<file path="config.mk">
export PLATFORM = sky130hd
export DESIGN_NAME = apb_splitter
export DESIGN_NICKNAME = d
export VERILOG_FILES = /design/src/rtl/apbsp_pkg.sv /design/src/rtl/apbsp_decode.sv /design/src/rtl/apbsp_fanout.sv /design/src/rtl/apbsp_fanin.sv /design/src/rtl/apb_splitter.sv
export SDC_FILE = /design/constraint.sdc
export NUM_CORES = 1
export LEC_CHECK = 0
export ABC_CLOCK_PERIOD_IN_PS = 3700
export CAP_MARGIN = 20
export CORE_AREA = 2 2 175 177
export DETAILED_ROUTE_END_ITERATION = 7
export DIE_AREA = 0 0 177 179
export GPL_TIMING_DRIVEN = 0
export PLACE_DENSITY = 0.52
export SYNTH_ARGS = -nofsm -noshare
export SYNTH_HDL_FRONTEND = slang
export SYNTH_SLANG_ARGS = --single-unit
</file>
<file path="constraint.sdc">
create_clock -name vclk -period 3.7
set_input_delay 1.11 -clock vclk [all_inputs]
set_output_delay 1.11 -clock vclk [all_outputs]
set_load 0.02 [all_outputs]
</file>
<file path="src/rtl/apbsp_pkg.sv">
package apbsp_pkg;

    // Completion pair produced by one fan-in path.
    typedef struct packed {
        logic ack;
        logic err;
    } cpl_t;

    // Mask that keeps the low 'bits' bits of an aw-wide word.
    function automatic logic [63:0] low_mask(input int unsigned bits);
        logic [63:0] m;
        m = '0;
        for (int unsigned b = 0; b < 64; b++) begin
            if (b < bits) m[b] = 1'b1;
        end
        return m;
    endfunction

endpackage

</file>
<file path="src/rtl/apbsp_decode.sv">
module apbsp_decode #(
    parameter int                      NPORT     = 4,
    parameter int                      ADDR_W    = 16,
    parameter int                      DATA_W    = 32,
    parameter logic [NPORT*ADDR_W-1:0] PORT_BASE = '0,
    parameter logic [NPORT*ADDR_W-1:0] PORT_SPAN = '0
) (
    input  logic              psel,
    input  logic              penable,
    input  logic              pwrite,
    input  logic [ADDR_W-1:0] paddr,
    output logic [NPORT-1:0]  rd_sel,
    output logic [NPORT-1:0]  wr_sel,
    output logic              rd_miss,
    output logic              wr_miss
);
    localparam int ALIGN = DATA_W / 8;

    logic [NPORT-1:0] hit;
    logic [NPORT-1:0] pick;

    // Range compare per window, one bit wider to hold base+span.
    for (genvar i = 0; i < NPORT; i++) begin : g_win
        localparam logic [ADDR_W-1:0] BASE = PORT_BASE[i*ADDR_W +: ADDR_W];
        localparam logic [ADDR_W-1:0] SPAN = PORT_SPAN[i*ADDR_W +: ADDR_W];

        if ((BASE % ALIGN) != 0) begin : g_bad_align
            $error("apbsp_decode: window base is not word aligned");
        end

        logic [ADDR_W:0] lo_b;
        logic [ADDR_W:0] hi_b;
        assign lo_b = {1'b0, BASE};
        assign hi_b = {1'b0, BASE} + {1'b0, SPAN};
        assign hit[i] = ({1'b0, paddr} >= lo_b) && ({1'b0, paddr} < hi_b);
    end

    // Lowest-index window wins where windows overlap.
    always_comb begin
        logic found;
        found = 1'b0;
        pick  = '0;
        for (int i = 0; i < NPORT; i++) begin
            if (hit[i] && !found) begin
                pick[i] = 1'b1;
                found   = 1'b1;
            end
        end
    end

    assign rd_sel  = (psel && !pwrite) ? pick : '0;
    assign wr_sel  = (psel &&  pwrite) ? pick : '0;
    assign rd_miss = psel && penable && !pwrite && (pick == '0);
    assign wr_miss = psel && penable &&  pwrite && (pick == '0);

endmodule

</file>
<file path="src/rtl/apbsp_fanout.sv">
module apbsp_fanout #(
    parameter int                      NPORT     = 4,
    parameter int                      ADDR_W    = 16,
    parameter int                      DATA_W    = 32,
    parameter logic [NPORT*ADDR_W-1:0] PORT_BASE = '0,
    parameter logic [NPORT*ADDR_W-1:0] PORT_SPAN = '0
) (
    input  logic                       penable,
    input  logic                       pwrite,
    input  logic [ADDR_W-1:0]          paddr,
    input  logic [DATA_W-1:0]          pwdata,
    input  logic [DATA_W/8-1:0]        pstrb,
    input  logic [NPORT-1:0]           sel,
    output logic [NPORT-1:0]           m_psel,
    output logic [NPORT-1:0]           m_penable,
    output logic [NPORT-1:0]           m_pwrite,
    output logic [NPORT*ADDR_W-1:0]    m_paddr,
    output logic [NPORT*DATA_W-1:0]    m_pwdata,
    output logic [NPORT*DATA_W/8-1:0]  m_pstrb
);
    import apbsp_pkg::*;

    localparam int STRB_W = DATA_W / 8;

    assign m_psel = sel;

    for (genvar i = 0; i < NPORT; i++) begin : g_port
        localparam logic [ADDR_W-1:0] BASE  = PORT_BASE[i*ADDR_W +: ADDR_W];
        localparam int unsigned       OFF_W = $clog2(PORT_SPAN[i*ADDR_W +: ADDR_W]);
        localparam logic [63:0]       MASK64 = low_mask(OFF_W);
        localparam logic [ADDR_W-1:0] MASK  = MASK64[ADDR_W-1:0];

        logic [ADDR_W-1:0] offset;
        assign offset = paddr - BASE;

        assign m_paddr [i*ADDR_W +: ADDR_W] = offset & MASK;
        assign m_pwdata[i*DATA_W +: DATA_W] = pwdata;
        assign m_pstrb [i*STRB_W +: STRB_W] = pstrb;
        assign m_penable[i]                 = penable;
        assign m_pwrite[i]                  = pwrite;
    end

endmodule

</file>
<file path="src/rtl/apbsp_fanin.sv">
module apbsp_fanin #(
    parameter int NPORT  = 4,
    parameter int DATA_W = 32
) (
    input  logic [NPORT-1:0]        rd_sel,
    input  logic [NPORT-1:0]        wr_sel,
    input  logic                    rd_miss,
    input  logic                    wr_miss,
    input  logic [NPORT-1:0]        m_pready,
    input  logic [NPORT-1:0]        m_pslverr,
    input  logic [NPORT*DATA_W-1:0] m_prdata,
    output logic                    pready,
    output logic                    pslverr,
    output logic [DATA_W-1:0]       prdata
);
    import apbsp_pkg::*;

    cpl_t wr_c;
    cpl_t rd_c;

    // Write completion path.
    always_comb begin
        wr_c = '0;
        for (int i = 0; i < NPORT; i++) begin
            if (wr_sel[i]) begin
                wr_c.ack = m_pready[i];
                wr_c.err = m_pslverr[i];
            end
        end
        if (wr_miss) begin
            wr_c.ack = 1'b1;
            wr_c.err = wr_miss;
        end
    end

    // Read completion and data path.
    always_comb begin
        rd_c   = '0;
        prdata = '0;
        for (int i = 0; i < NPORT; i++) begin
            if (rd_sel[i]) begin
                rd_c.ack = m_pready[i];
                rd_c.err = m_pslverr[i];
                prdata   = m_prdata[i*DATA_W +: DATA_W];
            end
        end
        if (rd_miss) begin
            rd_c.ack = 1'b1;
            rd_c.err = rd_miss;
        end
    end

    assign pready  = rd_c.ack | wr_c.ack;
    assign pslverr = rd_c.err | wr_c.err;

endmodule

</file>
<file path="src/rtl/apb_splitter.sv">
module apb_splitter #(
    parameter int                      NPORT     = 4,
    parameter int                      ADDR_W    = 16,
    parameter int                      DATA_W    = 32,
    parameter logic [NPORT*ADDR_W-1:0] PORT_BASE = {16'h2000, 16'h1000, 16'h0400, 16'h0000},
    parameter logic [NPORT*ADDR_W-1:0] PORT_SPAN = {16'h1000, 16'h0040, 16'h0400, 16'h0100}
) (
    input  logic                       pclk,
    input  logic                       presetn,
    input  logic                       psel,
    input  logic                       penable,
    input  logic                       pwrite,
    input  logic [ADDR_W-1:0]          paddr,
    input  logic [DATA_W-1:0]          pwdata,
    input  logic [DATA_W/8-1:0]        pstrb,
    output logic [DATA_W-1:0]          prdata,
    output logic                       pready,
    output logic                       pslverr,
    output logic [NPORT-1:0]           m_psel,
    output logic [NPORT-1:0]           m_penable,
    output logic [NPORT-1:0]           m_pwrite,
    output logic [NPORT*ADDR_W-1:0]    m_paddr,
    output logic [NPORT*DATA_W-1:0]    m_pwdata,
    output logic [NPORT*DATA_W/8-1:0]  m_pstrb,
    input  logic [NPORT*DATA_W-1:0]    m_prdata,
    input  logic [NPORT-1:0]           m_pready,
    input  logic [NPORT-1:0]           m_pslverr
);
    logic [NPORT-1:0] rd_sel;
    logic [NPORT-1:0] wr_sel;
    logic             rd_miss;
    logic             wr_miss;

    apbsp_decode #(
        .NPORT(NPORT), .ADDR_W(ADDR_W), .DATA_W(DATA_W),
        .PORT_BASE(PORT_BASE), .PORT_SPAN(PORT_SPAN)
    ) u_decode (
        .psel    (psel),
        .penable (penable),
        .pwrite  (pwrite),
        .paddr   (paddr),
        .rd_sel  (rd_sel),
        .wr_sel  (wr_sel),
        .rd_miss (rd_miss),
        .wr_miss (wr_miss)
    );

    apbsp_fanout #(
        .NPORT(NPORT), .ADDR_W(ADDR_W), .DATA_W(DATA_W),
        .PORT_BASE(PORT_BASE), .PORT_SPAN(PORT_SPAN)
    ) u_fanout (
        .penable   (penable),
        .pwrite    (pwrite),
        .paddr     (paddr),
        .pwdata    (pwdata),
        .pstrb     (pstrb),
        .sel       (rd_sel | wr_sel),
        .m_psel    (m_psel),
        .m_penable (m_penable),
        .m_pwrite  (m_pwrite),
        .m_paddr   (m_paddr),
        .m_pwdata  (m_pwdata),
        .m_pstrb   (m_pstrb)
    );

    apbsp_fanin #(
        .NPORT(NPORT), .DATA_W(DATA_W)
    ) u_fanin (
        .rd_sel    (rd_sel),
        .wr_sel    (wr_sel),
        .rd_miss   (rd_miss),
        .wr_miss   (wr_miss),
        .m_pready  (m_pready),
        .m_pslverr (m_pslverr),
        .m_prdata  (m_prdata),
        .pready    (pready),
        .pslverr   (pslverr),
        .prdata    (prdata)
    );

endmodule

</file>
==> Flow_metrics.wiki, run 1 <==
{| class="wikitable"
! Metric !! Value
|-
| Initial Utilization || 0.0966
|-
| Fraction of the mapped netlist area in simple logic gates || 0.114
|-
| Inserted Diodes || 0
|-
| Number of setup violations in the final report || 34
|-
| Final Worst Setup Slack || -0.141 ns
|-
| Critical Path AT || 2.73 ns
|-
| Worst-path fanout max || 5
|-
| Status || finished, violations left
|-
| Cts hold-fix bufs || 0
|-
| Unrepaired setup endpoints after global routing || true
|-
| Critical path origin || paddr[15]
|-
| Type of destination of the critical path || output port
|-
| Tightest Hold Check Type || in2out
|-
| Final min period || 3.84 ns
|-
| Maximum operating frequency || around 260 MHz
|-
| Layout net count || about 1000
|-
| GPL Wtd Cong || about 0.75
|-
| Internal power || slightly above 0.0005 W
|-
| Met2 usage in global routing || 0.201
|-
| Fraction of layout instances using a drive strength above 1 || 0.462
|-
| Vias || 4176
|-
| Combinational cell fraction of total power || 1.000
|-
| Number of standard-cell rows in the floorplan || 64
|-
| Total congestion overflow after global routing || 0
|-
| Via count of the first global-routing pass || about 4000
|-
| Floorplan core area || between 30000 and 40000 sq um
|-
| Die width || around 180 um
|-
| DR iter-0 viols || between 80 and 90
|-
| HPWL after detailed placement || roughly 15000 um
|-
| Largest net degree at the start of global routing || 11
|-
| Count of clock buffers in the final design || 0
|-
| Total of warnings raised by yosys || 0
|-
| Worst Path Required || about 2.6 ns
|-
| Post-route DRC || 0
|-
| Worst slack at placement || -1.94 ns
|-
| Count of max-cap constraint violations || 0
|-
| Dominant combinational cell family by area after synthesis || buffers and inverters
|-
| Utilization after layout || 0.268
|-
| Switching power total || 0.000332 W
|-
| Proportion of synthesized chip area in sequential cells || 0
|-
| Combined area of all synthesized cells || around 2900 sq um
|-
| Cell count after synthesis || about 410
|-
| Lkg Pwr || roughly 3.4 nW
|-
| Sw Share || 0.398
|-
| Clock share of power || 0
|-
| Global-route met3 utilization || 0.0138
|-
| Die extent in y || 179 um
|-
| Period utilization || 1.04
|-
| Mux contribution to synthesized area || 0
|-
| Kind of launch point of the worst setup path || primary input
|-
| Pwr per Cell Area || roughly 100 nW/um^2
|-
| Count of port buffers added during placement || around 380
|-
| Via-to-Cell Ratio || roughly 3.4
|-
| Power share of the sequential group || 0
|-
| Number of antenna violations at the first check in global routing || 0
|-
| Violations in the final reports || negative setup slack
|-
| Seq cells || 0
|-
| Final Routed Wirelength || 19100 um
|-
| Worst vdd rail ir drop || 55.2 uV
|-
| Mean instance size in the synthesized netlist || roughly 7 sq um
|-
| Met1 track demand over resource || 0.126
|-
| Relative area change from synthesis to final layout || 178%
|-
| Type of the worst setup path || in2out
|-
| Routed wire length per instance || ~15 um
|-
| Pwr Total || roughly 0.00083 W
|-
| Boundary pin count || around 450
|-
| XOR/XNOR Fraction of Synth Area || 0
|-
| Fin. max-slew vios || 0
|-
| Worst hold slack || between 2 and 3 ns
|-
| Area fraction in compound gates after synthesis || 0.283
|-
| Adder-cell area share of the yosys netlist || 0
|-
| Wire length of the first global-routing pass || 24600 um
|-
| Global router's overall resource usage || 0.104
|-
| Highest-utilization routing layer at the global route stage || met2
|-
| Critical Path Sink || prdata[12]
|-
| Number of unique standard cell types used by synthesis || 30
|-
| Routed Antenna Nets || 0
|-
| Final-layout setup total negative slack || -2.69 ns
|-
| Endpoints failing hold || 0
|-
| Register area || 0 sq um
|-
| Detailed-routing iteration count for the pre-antenna-repair pass || 4
|-
| Die Outline Area || 31700 sq um
|}
-- stage by stage --
step | cells | instance area (sq um)
after floorplan | 441 | 3070
after global routing | 1241 | 8060
final | 1241 | 8060
after CTS | 1243 | 8040
after global placement | 1212 | 7320
after detailed placement | 1212 | 7320
-- worst max-delay path, stage by stage --
cell	delay (ns)
buf_12	0.11
or4_4	0.55
nor3_4	0.22
buf_6	0.17
buf_12	0.13
a22oi_2	0.09
a21oi_2	0.20
buf_6	0.15
-- final cells by class --
type	instances	area, sq um
fillers	3315	22000
inverters	3	11.3
repair buffers	405	4090
plain buffers	237	1840
well taps	396	495
multi-input cells	200	1630
-- cell usage in the layout, fill, tap and decap left out, drive strengths merged, types with 2 or more instances in the layout --
cell           netlist  final
inv                  3      3
nand2b               3      3
clkdlybuf4s50        0    325
a32o                34     34
buf                224    298
o2111ai              2      2
or4                  3      3
nor3                 2      2
clkbuf              14     15
conb                 1     28
and3                 2      2
nor4                 4      4
and2                 4      4
nor2                36     36
dlygate4sd2          0      4
nand2                7      7
o31ai                2      2
a2bb2oi              2      2
a22oi               32     32
a21oi               34     34
o21ai                3      3
-- repair_timing --
| action | 4_1_cts | 5_1_grt |
|---|---|---|
| resized for setup | 346 | 31 |
| pin swaps | 49 | 25 |
| endpoints found under the setup margin | 38 | 36 |
| gates cloned | 5 | 0 |
| setup buffers | 27 | 1 |
-- logic make-up (layout without fill, tap and decap cells) --
logic type	count (synthesis)	count (layout)
buffers and inverters	241	645
AO/OA/AOI/OAI	109	109
other	1	28
AND/OR/NAND/NOR	63	63
-- synthesized netlist by cell type (all sizes together) --
master,instances,share of area
o21ai,3,0.0052
inv,3,0.0039
nor4,4,0.011
a2bb2oi,2,0.0060
o2111ai,2,0.0060
a22oi,32,0.085
clkbuf,14,0.019
nor3,2,0.0091
conb,1,0.0013
nand2,7,0.0091
o31ai,2,0.0052
nor3b,1,0.0043
and3,2,0.0043
nor4b,1,0.0052
nand2b,3,0.0065
or4,3,0.0091
a32o,34,0.12
buf,224,0.58
a21oi,34,0.059
and2,4,0.0086
nor2,36,0.047
-- power by group through the flow --
stage               clock network [W]  logic (W)  registers [W]
floorplan                           0   0.000390              0
global placement                    0   0.000798              0
detailed placement                  0   0.000801              0
CTS                                 0   0.000835              0
global route                        0   0.000879              0
finish                              0   0.000835              0
-- per-layer routing --
| metal | share of wire | wire length (um) |
|---|---|---|
| met5 | 0 | 0 |
| met1 | 0.39 | 7510 |
| met4 | 0.0031 | 60 |
| met3 | 0.067 | 1280 |
| met2 | 0.54 | 10200 |
-- worst min-delay path by stage --
stage	slack, ns	end	startpoint	cells after the start
after floorplan	2.33	m_paddr[0]	paddr[0]	1
after global placement	2.85	m_pwdata[97]	pwdata[1]	2
after detailed placement	2.85	m_pwdata[120]	pwdata[24]	2
after CTS	2.77	m_psel[2]	paddr[10]	5
after global routing	2.80	m_psel[2]	paddr[10]	5
final	2.77	m_psel[2]	paddr[10]	5
(Power assumes the default switching activity.)
==> run 2: changes to the inputs <==
--- a/config.mk
+++ b/config.mk
@@ -11,7 +11,7 @@
 export DETAILED_ROUTE_END_ITERATION = 7
 export DIE_AREA = 0 0 177 179
 export GPL_TIMING_DRIVEN = 0
-export PLACE_DENSITY = 0.52
+export PLACE_DENSITY = 0.46
 export SYNTH_ARGS = -nofsm -noshare
 export SYNTH_HDL_FRONTEND = slang
 export SYNTH_SLANG_ARGS = --single-unit
==> run 2 against run 1 <==
- the flow still finishes with violations (negative setup slack)
- cell area is 2.1% lower
- largest power group unchanged
- worst hold slack worse by 0.15 ns
- final cell count fell by 0.16%
- highest routed layer unchanged
- combinational power down 0.8%
- global-route usage increased by 0.60 points
- maximum frequency increased by 0.51%
==> Flow_metrics.wiki, run 2 (synthesis gave the netlist of run 1 again) <==
{| class="wikitable"
! Metric !! Value
|-
| Endpoints failing hold || 0 (unchanged)
|-
| Internal power || 0.000500 W (-0.62%)
|-
| Power share of the sequential group || 0 (unchanged)
|-
| Fin. max-slew vios || 0 (unchanged)
|-
| Commonest cells after routing, fill and taps aside || 325 x clkdlybuf4s50_1, 254 x buf_4, 34 x nor2_1
|-
| Pwr per Cell Area || 105 nW/um^2 (+1.3%)
|-
| Relative area change from synthesis to final layout || 172%
|-
| Clock share of power || 0 (unchanged)
|-
| Violations in the final reports || negative setup slack
|-
| Unrepaired setup endpoints after global routing || true
|-
| Detailed-routing iteration count for the pre-antenna-repair pass || 4 (unchanged)
|-
| Via-to-Cell Ratio || 3.39 (+0.62%)
|-
| Final Routed Wirelength || 19400 um (+1.5%)
|-
| Count of fill cells added during filler insertion || 3294 (-0.63%)
|-
| Count of port buffers added during placement || 375 (unchanged)
|-
| Boundary pin count || 447 (unchanged)
|-
| Worst hold slack || 2.62 ns (-0.154 ns)
|-
| GPL Wtd Cong || 0.765 (+1.9%)
|-
| Inserted Diodes || 0 (unchanged)
|-
| Final min period || 3.82 ns (-0.0193 ns)
|-
| Switching power total || 0.000328 W (-1.1%)
|-
| Worst Path Required || 2.59 ns (about the same)
|-
| DR iter-0 viols || 107 (+27%)
|-
| Die width || 177 um (unchanged)
|-
| Combinational cell fraction of total power || 1.000 (about the same)
|-
| Final Worst Setup Slack || -0.122 ns (+0.0193 ns)
|-
| Die extent in y || 179 um (unchanged)
|-
| Floorplan core area || 30000 sq um (unchanged)
|-
| Worst slack at placement || -1.95 ns (-0.00332 ns)
|-
| Most common cell after layout, fill and taps aside || clkdlybuf4s50_1
|-
| Global router's overall resource usage || 0.110 (+0.00598)
|-
| Type of the worst setup path || in2out
|-
| Maximum operating frequency || 262 MHz (+0.51%)
|-
| Total congestion overflow after global routing || 0 (unchanged)
|-
| Post-route DRC || 0 (unchanged)
|-
| Worst-path fanout max || 5 (unchanged)
|-
| Total cell area at the placement stage || 7320 sq um (unchanged)
|-
| Count of clock buffers in the final design || 0 (unchanged)
|-
| HPWL after detailed placement || 15800 um (+2.3%)
|-
| Cts hold-fix bufs || 0 (unchanged)
|-
| Seq cells || 0 (unchanged)
|-
| Type of destination of the critical path || output port
|-
| Tightest Hold Check Type || in2out
|-
| Count of buffering cells on the critical path with inverters included || 4 (unchanged)
|-
| Vias || 4195 (+0.45%)
|-
| Count of max-cap constraint violations || 0 (unchanged)
|-
| Lkg Pwr || 3.36 nW (-2.0%)
|-
| Family with the most delay on the worst path || simple AND/OR/NAND/NOR gates
|-
| Worst vdd rail ir drop || 41.0 uV (-26%)
|-
| Maximum single-stage delay on the critical path || 0.56 ns (about the same)
|-
| Initial Utilization || 0.0966 (unchanged)
|-
| Number of setup violations in the final report || 31 (-8.8%)
|-
| Number of standard-cell rows in the floorplan || 64 (unchanged)
|-
| Period utilization || 1.03 (-0.00522)
|-
| Largest net degree at the start of global routing || 11 (unchanged)
|-
| Layout net count || 1038 (-0.19%)
|-
| Sw Share || 0.396 (-0.00115)
|-
| Critical Path AT || 2.71 ns (-0.02 ns)
|-
| Register area || 0 sq um (unchanged)
|-
| Fraction of layout instances using a drive strength above 1 || 0.442 (-0.0191)
|-
| Via count of the first global-routing pass || 4056 (+3.4%)
|-
| Die Outline Area || 31700 sq um (unchanged)
|-
| Slowest cell on crit path || or4_4
|-
| Number of antenna violations at the first check in global routing || 0 (unchanged)
|-
| Routed wire length per instance || 15.6 um (+1.7%)
|-
| Routed Antenna Nets || 0 (unchanged)
|-
| Wire length of the first global-routing pass || 26300 um (+7.1%)
|-
| Final std cell area, no fill || 7900 sq um (-2.1%)
|-
| Utilization after layout || 0.263 (-0.00554)
|-
| Kind of launch point of the worst setup path || primary input
|-
| Cells along the critical path || buf_12 > or4_4 > nor3_4 > buf_6 > buf_12 > a22oi_2 > a21oi_2 > buf_6
|-
| Area of the multi-input gates || 1530 sq um (-6.3%)
|-
| Status || finished, violations left
|}
-- run 2: final timing paths --
check                      from          to  slack [ns]  cells past startpoint
worst min-delay path   paddr[9]   m_psel[2]        2.62                      5
worst max-delay path  paddr[15]  prdata[18]       -0.12                      8
-- run 2: routing by layer --
layer / up-vias / share of wire / global-route usage / routed length, um
met5: - / 0 / 0 / 0
met4: 0 / 0.0085 / 0.00551 / 164
met3: 10 / 0.078 / 0.0168 / 1520
met2: 236 / 0.51 / 0.208 / 9960
met1: 1874 / 0.40 / 0.136 / 7730
li1: 2075 / - / - / -
-- run 2: stage by stage --
step | instances | total power, W | setup TNS (ns)
5_1_grt | 1239 | 0.000872 | -3.54
3_3_place_gp | 1212 | 0.000800 | -58.52
4_1_cts | 1240 | 0.000827 | -2.82
6_report | 1239 | 0.000828 | -1.81
2_1_floorplan | 441 | 0.000390 | 0
3_5_place_dp | 1212 | 0.000800 | -58.76
-- run 2: what timing repair did --
action	CTS	global route
resized for setup	315	34
pin swaps	36	20
endpoints found under the setup margin	38	36
cloned	4	0
setup buffers	25	1
-- run 2: power by group through the flow --
stage | registers (W) | clock network, W | logic (W)
2_1_floorplan | 0 | 0 | 0.000390
3_3_place_gp | 0 | 0 | 0.000800
3_5_place_dp | 0 | 0 | 0.000800
4_1_cts | 0 | 0 | 0.000827
5_1_grt | 0 | 0 | 0.000872
6_report | 0 | 0 | 0.000828
-- run 2: cell type report --
class,count,share of cell area
Tap cell,396,0.0628
Buffer,237,0.232
Inverter,3,0.00143
Timing Repair Buffer,403,0.510
Multi-Input combinational cell,200,0.194
